**src/rtl/trig_qual_pkg.sv**
```systemverilog
package trig_qual_pkg;
  typedef enum logic {
    TQ_LEVEL = 1'b0,
    TQ_EDGE  = 1'b1
  } tq_mode_e;
endpackage

```
**src/rtl/tq_edge_det.sv**
```systemverilog
module tq_edge_det (
  input  logic clk_i,
  input  logic rst_ni,
  input  logic lvl_i,
  output logic lvl_q_o,
  output logic rise_o
);
  always_ff @(posedge clk_i or negedge rst_ni) begin
    if (!rst_ni) lvl_q_o <= 1'b0;
    else         lvl_q_o <= lvl_i;
  end

  assign rise_o = lvl_i & ~lvl_q_o;

  // a detected rise leaves the stored level high
  a_r3_rise_registers: assert property (@(posedge clk_i) disable iff (!rst_ni)
    rise_o |=> lvl_q_o);
endmodule

```
**src/rtl/tq_backoff.sv**
```systemverilog
module tq_backoff #(
  parameter int BO_W = 31
) (
  input  logic            clk_i,
  input  logic            rst_ni,
  input  logic            clr_i,
  input  logic            load_i,
  input  logic [BO_W-1:0] val_i,
  output logic            busy_o
);
  logic [BO_W-1:0] cnt_q;

  always_ff @(posedge clk_i or negedge rst_ni) begin
    if (!rst_ni)             cnt_q <= '0;
    else if (clr_i)          cnt_q <= '0;
    else if (load_i)         cnt_q <= val_i;
    else if (cnt_q != '0)    cnt_q <= cnt_q - BO_W'(1);
  end

  assign busy_o = (cnt_q != '0);

  a_r6_load_sets_busy: assert property (@(posedge clk_i) disable iff (!rst_ni)
    (load_i && !clr_i) |=> (busy_o == ($past(val_i) != '0)));

  a_r9_clear_idles: assert property (@(posedge clk_i) disable iff (!rst_ni)
    clr_i |=> !busy_o);
endmodule

```
**src/rtl/tq_window.sv**
```systemverilog
module tq_window #(
  parameter int CNT_W = 64
) (
  input  logic             clk_i,
  input  logic             rst_ni,
  input  logic             clr_i,
  input  logic             load_i,
  input  logic [CNT_W-1:0] len_i,
  input  logic             stb_i,
  output logic             open_o
);
  logic             open_q;
  logic             inf_q;
  logic [CNT_W-1:0] rem_q;
  logic             last_stb;

  assign last_stb = open_q && !inf_q && stb_i && (rem_q == CNT_W'(1));

  always_ff @(posedge clk_i or negedge rst_ni) begin
    if (!rst_ni) begin
      open_q <= 1'b0;
      inf_q  <= 1'b0;
      rem_q  <= '0;
    end else if (clr_i) begin
      open_q <= 1'b0;
      inf_q  <= 1'b0;
      rem_q  <= '0;
    end else if (load_i) begin
      // restart takes priority over a strobe in the same cycle
      open_q <= 1'b1;
      inf_q  <= (len_i == '0);
      rem_q  <= len_i;
    end else if (open_q && !inf_q && stb_i) begin
      rem_q <= rem_q - CNT_W'(1);
      if (last_stb) open_q <= 1'b0;
    end
  end

  assign open_o = open_q;

  a_r4_finite_nonzero: assert property (@(posedge clk_i) disable iff (!rst_ni)
    (open_q && !inf_q) |-> (rem_q != '0));

  a_r4_close_on_last: assert property (@(posedge clk_i) disable iff (!rst_ni)
    (last_stb && !load_i && !clr_i) |=> !open_q);

  a_r5_unlimited_holds: assert property (@(posedge clk_i) disable iff (!rst_ni)
    (open_q && inf_q && !clr_i) |=> open_q);

  a_r4_no_strobe_no_change: assert property (@(posedge clk_i) disable iff (!rst_ni)
    (open_q && !stb_i && !load_i && !clr_i) |=> (open_q && $stable(rem_q)));
endmodule

```
**src/rtl/trig_qualifier.sv**
```systemverilog
module trig_qualifier
  import trig_qual_pkg::*;
#(
  parameter int CNT_W = 64,
  parameter int BO_W  = 31
) (
  input  logic             clk_i,
  input  logic             rst_ni,
  input  logic             trig_i,
  input  logic             smp_stb_i,
  input  logic             mode_i,
  input  logic [CNT_W-1:0] smp_cnt_i,
  input  logic [BO_W-1:0]  backoff_i,
  output logic             en_o
);
  tq_mode_e mode_q;
  tq_mode_e mode_n;
  logic     mode_chg;
  logic     trig_q;
  logic     rise;
  logic     bo_busy;
  logic     accept;
  logic     win_open;

  assign mode_n   = tq_mode_e'(mode_i);
  assign mode_chg = (mode_n != mode_q);

  always_ff @(posedge clk_i or negedge rst_ni) begin
    if (!rst_ni) mode_q <= TQ_LEVEL;
    else         mode_q <= mode_n;
  end

  tq_edge_det u_edge (
    .clk_i   (clk_i),
    .rst_ni  (rst_ni),
    .lvl_i   (trig_i),
    .lvl_q_o (trig_q),
    .rise_o  (rise)
  );

  assign accept = rise && (mode_q == TQ_EDGE) && !mode_chg && !bo_busy;

  tq_backoff #(.BO_W(BO_W)) u_backoff (
    .clk_i  (clk_i),
    .rst_ni (rst_ni),
    .clr_i  (mode_chg),
    .load_i (accept),
    .val_i  (backoff_i),
    .busy_o (bo_busy)
  );

  tq_window #(.CNT_W(CNT_W)) u_window (
    .clk_i  (clk_i),
    .rst_ni (rst_ni),
    .clr_i  (mode_chg),
    .load_i (accept),
    .len_i  (smp_cnt_i),
    .stb_i  (smp_stb_i),
    .open_o (win_open)
  );

  assign en_o = (mode_q == TQ_EDGE) ? win_open : trig_q;

  a_r2_level_follow: assert property (@(posedge clk_i) disable iff (!rst_ni)
    (mode_n == TQ_LEVEL && mode_q == TQ_LEVEL) |=> (en_o == $past(trig_i)));

  a_r3_accept_opens: assert property (@(posedge clk_i) disable iff (!rst_ni)
    accept |=> en_o);

  a_r6_busy_blocks: assert property (@(posedge clk_i) disable iff (!rst_ni)
    bo_busy |-> !accept);

  a_r9_mode_clears: assert property (@(posedge clk_i) disable iff (!rst_ni)
    mode_chg |=> !win_open);

  a_r9_level_no_window: assert property (@(posedge clk_i) disable iff (!rst_ni)
    (mode_q == TQ_LEVEL) |-> !win_open);
endmodule

```
**config.mk**
```make
export PLATFORM = sky130hd
export DESIGN_NAME = trig_qualifier
export DESIGN_NICKNAME = d
export VERILOG_FILES = /design/src/rtl/trig_qual_pkg.sv /design/src/rtl/tq_edge_det.sv /design/src/rtl/tq_backoff.sv /design/src/rtl/tq_window.sv /design/src/rtl/trig_qualifier.sv
export SDC_FILE = /design/constraint.sdc
export NUM_CORES = 1
export LEC_CHECK = 0
export BUFFER_PORTS_ARGS = -buffer_cell sky130_fd_sc_hd__buf_4
export CAP_MARGIN = 10
export CELL_PAD_IN_SITES_DETAIL_PLACEMENT = 2
export CELL_PAD_IN_SITES_GLOBAL_PLACEMENT = 2
export CORE_MARGIN = 3
export CORE_UTILIZATION = 37
export DETAILED_ROUTE_END_ITERATION = 8
export GPL_TIMING_DRIVEN = 0
export PLACE_DENSITY = 0.92
export REMOVE_ABC_BUFFERS = 1
export SLEW_MARGIN = 20
export SYNTH_ARGS = -nofsm -noshare
export SYNTH_HDL_FRONTEND = slang
export SYNTH_SLANG_ARGS = --single-unit
```
**constraint.sdc**
```tcl
create_clock -name clk_i -period 7.46 [get_ports clk_i]
set_input_delay 1.492 -clock clk_i [delete_from_list [all_inputs] [get_ports clk_i]]
set_output_delay 1.492 -clock clk_i [all_outputs]
set_load 0.1 [all_outputs]
```
# Word level (Yosys, flattened, before mapping)
# Index checks and enable logic that the tools add are counted.
[op_classes] addsub=2 multipliers=0 div=0 n_lt_le_gt_ge=0 eq_ne=2 shifts=0 n_mux=13 bitwise_logic=2 reduce_logical=16
[op_table] operator="2-to-1 mux 64 bit" count=3
[op_table] operator="2-to-1 mux 31 bit" count=3
[op_table] operator="== test 64 x 1 -> 1 bit (second input constant)" count=1
[op_table] operator="logical NOT 64 bit" count=1
[op_table] operator="subtractor 64 x 1 -> 64 bit (second input constant)" count=1
[op_table] operator="nonzero test 31 bit" count=1
[op_table] operator="subtractor 31 x 1 -> 31 bit (second input constant)" count=1
[op_table] operator="nonzero test 3 bit" count=3
[op_table] operator="2-to-1 mux 1 bit" count=7
[op_table] operator="logical AND 1 bit" count=6
[op_table] operator="logical NOT 1 bit" count=3
[op_table] operator="AND reduction 2 bit" count=1
[op_table] operator="nonzero test 2 bit" count=1
[op_table] operator="AND 1 bit" count=1
[op_table] operator="inequality test 1 bit" count=1
[op_table] operator="NOT 1 bit" count=1
[totals] reg_bits=99 latchBits=0 mem_bits_rw=0 romBits=0 input_bits=100 out_inout_bits=1 elab_cells=41 n_memories=0

# Longest topological paths before layout
# Gate-level depths: netlist (run 1).
[logic_depth] depth_word=8 ltp_mapped=10 ltp_nobuf=8

# Modules after synthesis
# A second synthesis (run 1) with hierarchy kept.
[hier_totals] cells_unflattened=772 area_unflattened_um2=6658.9
[modules_own_cells] module="tq_window" n_inst=1 cells_each=555 area_each_um2=4625.7 seq_area_each_um2=1651.6
[modules_own_cells] module="tq_backoff" n_inst=1 cells_each=211 area_each_um2=1934.4 seq_area_each_um2=775.7
[modules_own_cells] module="trig_qualifier" n_inst=1 cells_each=4 area_each_um2=60.1 seq_area_each_um2=25.0
[modules_own_cells] module="tq_edge_det" n_inst=1 cells_each=2 area_each_um2=38.8 seq_area_each_um2=25.0

# Worst setup path before layout (run 1)
# OpenSTA, ideal clock, no wires.
[synth_path] kind="input to register" from="input smp_stb_i" to="register u_window.rem_q[60]" setup_ps=129 t_arrival_ps=3049 required_ps=7331 path_slack_ps=4282 stages=6 path_buffers=0 cell_sequence="nand3b_1 nor4_1 nand3_1 or3_1 a32oi_1 o31ai_1"
[synth_via] elab_chain_cells=2
[synth_rtl] element="start, declared" line="trig_qualifier.sv:10" text="input logic smp_stb_i,"
[synth_rtl] element="logical AND 1 bit" line="tq_window.sv:33" text="end else if (open_q && !inf_q && stb_i) begin"
[synth_rtl] element="nonzero test 3 bit (no source line)"
[synth_rtl] element="end signal, assigned" line="tq_window.sv:32" text="rem_q <= len_i;"
[synth_rtl] element="end signal, assigned" line="tq_window.sv:34" text="rem_q <= rem_q - CNT_W'(1);"
[synth_rtl] element="end, declared" line="tq_window.sv:14" text="logic [CNT_W-1:0] rem_q;"
# No other way between the ends.
# A chain may end at the register's enable or synchronous reset.

# Final worst setup path (run 1)
[layout_path] from="input mode_i" to="register u_window.rem_q[29]"
[layout_via] elab_chain_cells=6 elab_cells_between_ends=7 classes_between="eq/ne: 1; mux: 2; reduce/logical: 4"
[layout_rtl] element="start, declared" line="trig_qualifier.sv:11" text="input logic mode_i,"
[layout_rtl] element="inequality test 1 bit (*)" line="trig_qualifier.sv:26" text="assign mode_chg = (mode_n != mode_q);"
[layout_rtl] element="logical NOT 1 bit" line="trig_qualifier.sv:41" text="assign accept = rise && (mode_q == TQ_EDGE) && !mode_chg && !bo_busy;"
[layout_rtl] element="logical AND 1 bit (2 in a row)" line="trig_qualifier.sv:41"
[layout_rtl] element="2-to-1 mux 64 bit" line="tq_window.sv:28" text="end else if (load_i) begin"
[layout_rtl] element="2-to-1 mux 64 bit" line="tq_window.sv:24" text="end else if (clr_i) begin"
# Every way passes the cells marked *; elsewhere a longest branch is shown, timed or not.

==> results.yml, run 1 <==
sta:
  fin_skew_ps: 9.32
  hold_viol: 0
  fmax_ghz: 0.236
  maxSlewHeadroom_pct: 24.0
  tightest_slew_ps: 1130
  setup_ws_ps: 3210
  drv_slew: 0
  setup_violations: 0
  fin_crit_sh_pct: 56.9
  fin_crit_ps: 4250
  rsz0062_at_grt: "false"
  setup_tns_ps: 0
synth:
  syn_avg_cell_area_sq_um: 8.31
  synth_edf_count: 0
  synthMuxAreaShare_pct: 0.318
  synthArstFlopShare_pct: 100
  synth_xor_xnor_area_share_pct: 3.67
  netlist-cell-type-count: 67
  ys_seq_area_share_pct: 37.1
  synth_top_family_by_area: "simple AND/OR/NAND/NOR gates"
  synth_top_area_cell: "dfrtp_1"
  synth_area_sq_mm: 0.00669
  synthTopCellsByArea: "dfrtp_1, a21oi_1, nand2_1"
  synthAdderAreaFrac_pct: 0.749
  ys_seq_elements: 99
  yosysMostFrequentCell: "dfrtp_1"
  ys_top_cells_by_count: "dfrtp_1, a21oi_1, nand2_1"
  synth-simple-area-share_pct: 29.7
  synth_top_area_share_pct: 37.1
  syn_inst: 804
  synth-warning-count: 0
  synth-compound-area-share_pct: 24.8
  synthFlopType: "dfrtp_1"
die:
  initial_utilization_pct: 38.3
  fp.dieH_um: 140
  core_sq_mm: 0.0175
  ios: 101
  die_x_um: 140
  die_area_sq_mm: 0.0197
  placementRows: 48
finish:
  seqCellArea_sq_mm: 0.00248
  diodes: 0
  area_growth_pct: 20.8
  multiInputGateArea_sq_mm: 0.00404
  final_core_util_pct: 46.2
  drive_gt1_share_pct: 17.5
  fillers: 1918
  fin_nets: 987
  fin_area_sq_mm: 0.00808
drt:
  drc_errors: 0
  num_vias: 7577
  viasPerCell: 6.82
  ant_nets: 0
  drtIter0Drc: 750
  wirelength_um: 31300
  first_pass_iters: 5
  wl_per_cell_um: 28.2
cts:
  h-tree-depth: 3
  cts_sinks: 99
  cts_root_buffer: "clkbuf_16"
  cts_tree: "built"
  insertion_delay_ps: 370
  post_cts_buffers: 0
  cts_hold_buf: 0
  clk_path_buf_depth: 2
  numCtsBuffers: 9
  cts_resized: 0
  clkTransAtPathRegs_ps: 70
global_route:
  antenna_found_initial: 0
  grt_usage_pct: 31.3
  grt.overflow.total: 0
  grt_pass1_vias: 8240
  grt_pass1_wl_um: 48600
  grt_max_degree: 100
placement:
  hpwl_um: 21100
  gp_congestion: 0.847
  post-place-ws_ps: 3000
  dpl_cell_area_sq_mm: 0.00777
  portBuffers: 100
hold_path:
  hp-class: "reg -> reg"
pwr:
  cellPowerDensity_mw_per_mm2: 389
  vdd_ir_drop_max_mv: 0.156
  power_leakage_uw: 0.00346
status:
  status: "finished clean"
flow_run:
  maxCapViolCount: 0
critical_path:
  end_kind: "flip-flop"
  path_max_fanout: 24
  worstSetupPathType: "in -> reg"
  start_kind: "primary input"
  crit_arrival_ps: 4480
  worstPathRequired_ps: 7700
-- cell families after synthesis --
family          Yosys count
buf+inv                  60
xor+xnor                 28
fa+ha+maj                 4
compound gates          240
simple gates            371
flops                    99
mux                       2
-- final timing paths --
check	to	cells after the start	from	slack (ps)
max in group asynchronous	u_backoff.cnt_q[16]	1	rst_ni	5530
max	u_window.rem_q[29]	10	mode_i	3210
min in group asynchronous	u_backoff.cnt_q[7]	1	rst_ni	1220
max reg2reg	u_window.rem_q[25]	10	u_backoff.cnt_q[21]	3280
min	u_window.rem_q[39]	1	u_window.rem_q[39]	520
min reg2reg	u_window.rem_q[39]	1	u_window.rem_q[39]	520
-- through the flow --
step,total power [uW],hold slack (ps),cells
after floorplan,1880,476,757
after global placement,2320,501,1082
after detailed placement,2530,510,1097
after CTS,3070,524,1111
after global routing,3330,557,1111
final,3140,524,1111
-- flip-flops by register name, indices dropped and copies added, names as in the netlist --
signal / flops
u_window.rem_q: 64
u_window.inf_q: 1
u_window.open_o: 1
u_edge.lvl_q_o: 1
u_backoff.cnt_q: 31
mode_q: 1
-- cells in the final DEF, fill, tap and decap left out, drive strengths merged, types with 7 or more instances in the layout --
cell type / synthesis / layout
buf: 10 / 115
dfrtp: 99 / 99
a21oi: 78 / 78
nand2: 78 / 78
nor2: 71 / 71
nor4: 48 / 48
nand3: 46 / 46
nor3: 35 / 35
o21ai: 30 / 30
xnor2: 20 / 20
nand4: 16 / 16
a22o: 16 / 16
or3: 15 / 15
or4: 15 / 15
a31oi: 14 / 14
inv: 13 / 13
clkbuf: 37 / 12
a211oi: 10 / 10
o2bb2a: 10 / 10
and2: 10 / 10
o21a: 9 / 9
o31ai: 8 / 8
xor2: 8 / 8
and3: 7 / 7
a32o: 7 / 7
-- critical path: stages --
cell,delay [ps]
buf_4,220
xnor2_2,710
o41ai_4,410
buf_6,260
buf_6,150
buf_6,150
nor2_2,450
buf_8,230
a21oi_1,50
o2bb2a_1,310
-- area by class of cell --
cell class | count | area share, %
clock buffers | 12 | 3.05
well taps | 225 | 3.49
repair buffers | 115 | 11.7
multi-input cells | 645 | 50.0
clock inverters | 2 | 0.465
inverters | 13 | 0.604
flip-flops and latches | 99 | 30.7
-- layer usage --
layer  up-vias  share of wire [%]  track usage (%)
li1       3232                  -                -
met1      3874                 41             41.8
met2       363                 48             50.2
met3       108                6.0             5.05
met4         0                4.7             13.5
met5         -                  0                0
-- power by group --
part / total [uW] / internal (uW) / leakage [uW] / switching [uW]
Combinational: 1810 / 592 / 0.00197 / 1210
Sequential: 848 / 659 / 0.00135 / 189
Clock: 490 / 267 / 0.000135 / 223
Total: 3140 / 1520 / 0.00346 / 1630
Power figures use the tool's default switching activity.
==> run 2: changes to the inputs <==
--- a/config.mk
+++ b/config.mk
@@ -5,15 +5,16 @@
 export SDC_FILE = /design/constraint.sdc
 export NUM_CORES = 1
 export LEC_CHECK = 0
+export ABC_AREA = 1
 export BUFFER_PORTS_ARGS = -buffer_cell sky130_fd_sc_hd__buf_4
 export CAP_MARGIN = 10
 export CELL_PAD_IN_SITES_DETAIL_PLACEMENT = 2
 export CELL_PAD_IN_SITES_GLOBAL_PLACEMENT = 2
 export CORE_MARGIN = 3
-export CORE_UTILIZATION = 37
+export CORE_UTILIZATION = 28
 export DETAILED_ROUTE_END_ITERATION = 8
 export GPL_TIMING_DRIVEN = 0
-export PLACE_DENSITY = 0.92
+export PLACE_DENSITY = 0.83
 export REMOVE_ABC_BUFFERS = 1
 export SLEW_MARGIN = 20
 export SYNTH_ARGS = -nofsm -noshare
==> constraint.sdc (replaced) <==
create_clock -name clk_i -period 3.7 [get_ports clk_i]
set_input_delay 0.74 -clock clk_i [delete_from_list [all_inputs] [get_ports clk_i]]
set_output_delay 0.74 -clock clk_i [all_outputs]
set_load 0.1 [all_outputs]
==> results.yml, run 2 <==
critical_path:
  slowest_stage: "nand2_2"
  reg2reg_slack_ps: 320
  r2r_cells: 10
  timing.rr.end: "u_backoff.cnt_q[15]"
  max_stage_delay_ps: 480
  path_max_fanout: 59
  start_kind: "primary input"
  critPathTopFamily: "simple AND/OR/NAND/NOR gates"
  r2r-start: "mode_q"
  path_cells: "buf_4 -> nand2_1 -> inv_1 -> nand3_1 -> clkinvlp_4 -> nand2_4 -> nand2_2 -> clkinv_8 -> nand2_1 -> inv_2 -> a21oi_1"
  cp.depth: 11
  worstPathRequired_ps: 3930
  crit_buf_inv: 5
  end_kind: "flip-flop"
  crit_arrival_ps: 3680
  crit_top_cell: "nand2_1"
  worstSetupPathType: "in -> reg"
sta:
  setup_violations: 0
  setup_ws_ps: 250
  hold_viol: 0
  drv_slew: 0
  fmax_ghz: 0.290
  fin_crit_sh_pct: 93.3
  fin_crit_ps: 3450
  tightest_slew_ps: 1070
  rsz0062_at_grt: "false"
  fin_skew_ps: 9.45
  maxSlewHeadroom_pct: 28.5
placement:
  hpwl_um: 26000
  portBuffers: 100
  gp_congestion: 0.905
  dpl_cell_area_sq_mm: 0.00899
  post-place-ws_ps: -1140
synth:
  synth_top_area_cell: "dfrtp_1"
  ys_top_cells_by_count: "nand2_1, nor2_1, inv_1"
  synth_area_sq_mm: 0.00795
  netlist-cell-type-count: 32
  synthTopCellsByArea: "dfrtp_1, nand2_1, nor2_1"
  syn_inst: 1327
  synth_edf_count: 0
  synth-warning-count: 0
  yosysMostFrequentCell: "nand2_1"
  synthFlopType: "dfrtp_1"
  synth_top_area_share_pct: 31.2
  syn_avg_cell_area_sq_um: 5.99
  synthArstFlopShare_pct: 100
  ys_seq_area_share_pct: 31.2
  ys_seq_elements: 99
global_route:
  grt_max_degree: 100
  grt.overflow.total: 0
  grt_pass1_wl_um: 54200
  grt_usage_pct: 22.5
  grt_pass1_vias: 9691
  antenna_found_initial: 0
finish:
  drive_gt1_share_pct: 11.5
  fin_area_sq_mm: 0.00942
  fin_nets: 1512
  largest_register: "u_window.rem_q"
  diodes: 0
  layout_common_cells: "nand2_1, nor2_1, inv_1, buf_4, dfrtp_1"
  largest_reg_flops: 64
  fillers: 3478
  area_growth_pct: 18.4
  final_core_util_pct: 33.8
  layout_commonest_cell: "nand2_1"
  reg_top3: "u_window.rem_q: 64 flops, u_backoff.cnt_q: 31 flops"
cts:
  cts_root_buffer: "clkbuf_16"
  cts_tree: "built"
  cts_hold_buf: 0
  h-tree-depth: 3
  numCtsBuffers: 9
  insertion_delay_ps: 370
  cts_sinks: 99
  clkTransAtPathRegs_ps: 80
  clk_path_buf_depth: 2
drt:
  viasPerCell: 5.07
  wirelength_um: 34900
  num_vias: 9076
  drc_errors: 0
  ant_nets: 0
  drtIter0Drc: 488
  first_pass_iters: 5
  wl_per_cell_um: 19.5
die:
  core_sq_mm: 0.0279
  die_area_sq_mm: 0.0305
  initial_utilization_pct: 28.5
  fp.dieH_um: 175
  die_x_um: 175
  ios: 101
  placementRows: 61
pwr:
  cellPowerDensity_mw_per_mm2: 818
  share_clk_of_total_power_pct: 15.7
  vdd_ir_drop_max_mv: 0.389
  pwr-share-seq_pct: 22.2
  comb_power_share_pct: 62.1
  p_int_uw: 3400
  power_leakage_uw: 0.00496
  switchingPower_uw: 4300
  power.share.switching_pct: 55.9
  finalPower_uw: 7700
hold_path:
  hp-class: "in -> async"
flow_run:
  maxCapViolCount: 0
status:
  status: "finished clean"
[run 2: changes by cell type after synthesis, moves of 14 or more]
cell      before  now
a21oi_1       78   39
a22o_1        16    0
a31oi_1       14    0
clkbuf_1      37    9
inv_1         13  110
nand2_1       77  540
nand3_1       46   86
nand3b_1       4   22
nor2_1        71  247
nor3_1        35    6
nor4_1        45   10
or3_1         15    0
[run 2: logic make-up (layout without fill, tap and decap cells)]
family / Yosys count / count (layout) / share of synthesized area, %
compound gates: 73 / 73 / 4.96
simple gates: 963 / 963 / 50.4
flops: 99 / 99 / 31.2
buf+inv: 149 / 235 / 8.57
xor+xnor: 39 / 39 / 4.30
fa+ha+maj: 4 / 4 / 0.629
[run 2: cell type report]
cell class,instances,area [sq um],share of cell area [%]
multi-input cells,1079,4810,51.1
inverters,112,437,4.64
clock inverters,7,133,1.41
repair buffers,106,855,9.08
well taps,378,473,5.02
flip-flops and latches,99,2480,26.3
repair inverters,1,5.00,0.0531
clock buffers,9,225,2.39
[run 2: repair_timing]
action | 4_1_cts | 5_1_grt
endpoints found under the setup margin | 57 | 1
buffers inserted | 1 | 0
resized for setup | 5 | 1
pin swaps | 0 | 0
cloned | 1 | 0
hold endpoints to repair | 0 | 0
[run 2: worst max-delay path by stage]
stage / from / end / slack (ps)
after detailed placement: mode_i / u_backoff.cnt_q[15] / -1140
after floorplan: mode_i / u_window.rem_q[0] / 290
after global routing: mode_i / u_backoff.cnt_q[0] / 40
final: mode_i / u_backoff.cnt_q[15] / 250
after global placement: mode_i / u_window.rem_q[4] / -1800
after CTS: mode_i / u_backoff.cnt_q[0] / 280
[run 2: power groups by stage]
stage	clock network (uW)	registers, uW	logic [uW]
floorplan	0	1610	3170
global placement	0	1700	4380
detailed placement	0	1720	4620
CTS	1220	1700	4700
global route	1260	1760	5330
finish	1210	1710	4780
[run 2: routing by layer]
| metal | GRT usage, % | routed length, um | up-vias |
|---|---|---|---|
| li1 | - | - | 4300 |
| met1 | 30.9 | 16100 | 4556 |
| met2 | 37.9 | 16800 | 182 |
| met3 | 2.88 | 1460 | 38 |
| met4 | 4.72 | 598 | 0 |
| met5 | 0 | 0 | - |
[run 2: metrics by stage]
stage | hold WS [ps] | setup TNS (ps) | cells
3_3_place_gp | 466 | -96230 | 1768
6_report | 288 | 0 | 1791
5_1_grt | 323 | 0 | 1791
2_1_floorplan | 444 | 0 | 1290
3_5_place_dp | 507 | -49310 | 1772
4_1_cts | 504 | 0 | 1790
==> run 3: changes to the inputs <==
--- a/config.mk
+++ b/config.mk
@@ -5,15 +5,15 @@
 export SDC_FILE = /design/constraint.sdc
 export NUM_CORES = 1
 export LEC_CHECK = 0
-export ABC_AREA = 1
-export BUFFER_PORTS_ARGS = -buffer_cell sky130_fd_sc_hd__buf_4
 export CAP_MARGIN = 10
 export CELL_PAD_IN_SITES_DETAIL_PLACEMENT = 2
 export CELL_PAD_IN_SITES_GLOBAL_PLACEMENT = 2
 export CORE_MARGIN = 3
-export CORE_UTILIZATION = 28
+export CORE_UTILIZATION = 35
 export DETAILED_ROUTE_END_ITERATION = 8
+export DONT_BUFFER_PORTS = 1
 export GPL_TIMING_DRIVEN = 0
+export HOLD_SLACK_MARGIN = 0.05
 export PLACE_DENSITY = 0.83
 export REMOVE_ABC_BUFFERS = 1
 export SLEW_MARGIN = 20
==> results.yml, run 3 (same netlist as run 1, synthesis figures left out) <==
critical_path:
  path_cells: "inv_1 -> ha_1 -> or3b_2 -> nor3_1 -> nand4_1 -> or3_1 -> o311ai_0 -> nand2_1"
  max_stage_delay_ps: 650
  end_kind: "flip-flop"
  r2r-start: "u_window.rem_q[0]"
  crit_buf_inv: 1
  path_max_fanout: 5
  worstPathRequired_ps: 3900
  reg2reg_slack_ps: 100
  start_kind: "flip-flop"
  worstSetupPathType: "reg -> reg"
  slowest_stage: "nor3_1"
  critPathTopFamily: "simple AND/OR/NAND/NOR gates"
  crit_arrival_ps: 3800
  r2r_cells: 8
  timing.rr.end: "u_window.rem_q[56]"
drt:
  viasPerCell: 7.00
  wirelength_um: 30400
  drtIter0Drc: 673
  first_pass_iters: 4
  ant_nets: 0
  wl_per_cell_um: 29.8
  num_vias: 7159
  drc_errors: 0
placement:
  dp_cells: 1000
  hpwl_um: 20200
  portBuffers: 0
  gp_congestion: 0.865
sta:
  hold_viol: 0
  fmax_ghz: 0.278
  fin_skew_ps: 8.95
  fin_crit_ps: 3600
  maxSlewHeadroom_pct: 34.6
  fin_crit_sh_pct: 97.3
  whs_ps: 68.3
  tightest_slew_ps: 971
  drv_slew: 0
  setup_violations: 0
die:
  ios: 101
  die_x_um: 144
  initial_utilization_pct: 36.5
  placementRows: 49
  die_area_sq_mm: 0.0208
  fp.dieH_um: 144
  core_sq_mm: 0.0183
global_route:
  met1_usage_pct: 34.9
  globalRouteMet2Util_pct: 48.0
  grt_pass1_wl_um: 45900
  grt_usage_pct: 28.4
  grt.overflow.total: 0
  grt_pass1_vias: 7919
  busiest_layer: "met2"
  grt_max_degree: 100
  antenna_found_initial: 0
  met3_usage_pct: 5.99
cts:
  clk_path_buf_depth: 2
  numCtsBuffers: 9
  cts_root_buffer: "clkbuf_16"
  cts_tree: "built"
  cts_sinks: 99
  clkTransAtPathRegs_ps: 80
  h-tree-depth: 3
  insertion_delay_ps: 370
finish:
  diodes: 0
  largest_reg_flops: 64
  layout_common_cells: "dfrtp_1, a21oi_1, nand2_1, nor2_1, nand3_1"
  finalNonFillerCells: 1022
  reg_top3: "u_window.rem_q: 64 flops, u_backoff.cnt_q: 31 flops"
  drive_gt1_share_pct: 8.45
  fillers: 1997
  largest_register: "u_window.rem_q"
  layout_commonest_cell: "dfrtp_1"
  area_growth_pct: 10.7
  fin_nets: 892
hold_path:
  hp-class: "in -> async"
pwr:
  power_leakage_uw: 0.00301
  cellPowerDensity_mw_per_mm2: 847
  vdd_ir_drop_max_mv: 0.284
status:
  status: "finished clean"
flow_run:
  maxCapViolCount: 0
==> run 3: changes by cell type in the layout (fill, tap and decap cells not counted), moves of 15 or more <==
cell      delta
or3_1       +15
nand3b_1    -18
a22o_1      +16
nand3_1     -40
nor4_1      +30
nor3_1      +27
nand2_1    -464
inv_1       -95
buf_4       -90
nor2_1     -176
a21oi_1     +40
==> run 3: repair_timing <==
action | CTS | global route
hold buffers | 0 | 0
cloned | 1 | 0
pin swaps | 1 | 1
endpoints found under the hold margin | 0 | 0
resized for setup | 3 | 4
buffers inserted | 0 | 5
setup endpoints to repair | 89 | 53
==> run 3: where the power goes <==
group | internal [uW] | total, uW | switching (uW)
combinational | 1140 | 3500 | 2360
clock | 595 | 1080 | 487
sequential | 1330 | 1690 | 359
total | 3070 | 6270 | 3200
==> run 3: per-stage QoR <==
stage               instance area, sq um  TNS, ps  util (%)  setup slack (ps)  total power (uW)
floorplan                           6490   -30630         -              -912              3800
global placement                    6770  -230160      37.0             -3870              4730
detailed placement                  6990    -8630      38.1              -304              4860
CTS                                 7330        0      40.0              1.64              6050
global route                        7400     -117      40.4              -117              6630
finish                              7400        0      40.4              98.4              6270
==> run 3: layout make-up <==
| cell class | instances | area (sq um) | area share, % |
|---|---|---|---|
| clock buffer | 10 | 229 | 3.09 |
| clock inverter | 6 | 90.1 | 1.22 |
| inverter | 13 | 48.8 | 0.659 |
| multi-input combinational | 646 | 4080 | 55.2 |
| sequential | 99 | 2480 | 33.5 |
| tap | 229 | 287 | 3.87 |
| timing repair buffer | 19 | 184 | 2.49 |
==> run 3: worst max-delay path by stage <==
stage,from,to,slack (ps),depth (start not counted)
floorplan,u_backoff.cnt_q[10],u_window.rem_q[46],-910,6
global placement,u_backoff.cnt_q[10],u_window.rem_q[8],-3870,6
detailed placement,u_backoff.cnt_q[21],u_window.rem_q[55],-300,6
CTS,u_backoff.cnt_q[10],u_window.rem_q[44],2,6
global route,u_window.rem_q[0],u_window.rem_q[56],-120,8
finish,u_window.rem_q[0],u_window.rem_q[56],100,8
==> run 3: routing by layer <==
layer	part of all wire, %	wire, um	vias to the layer above
met4	3.6	1100	0
met5	0	0	-
met3	6.7	2040	73
met1	40	12300	3729
met2	49	15000	304
li1	-	-	3053
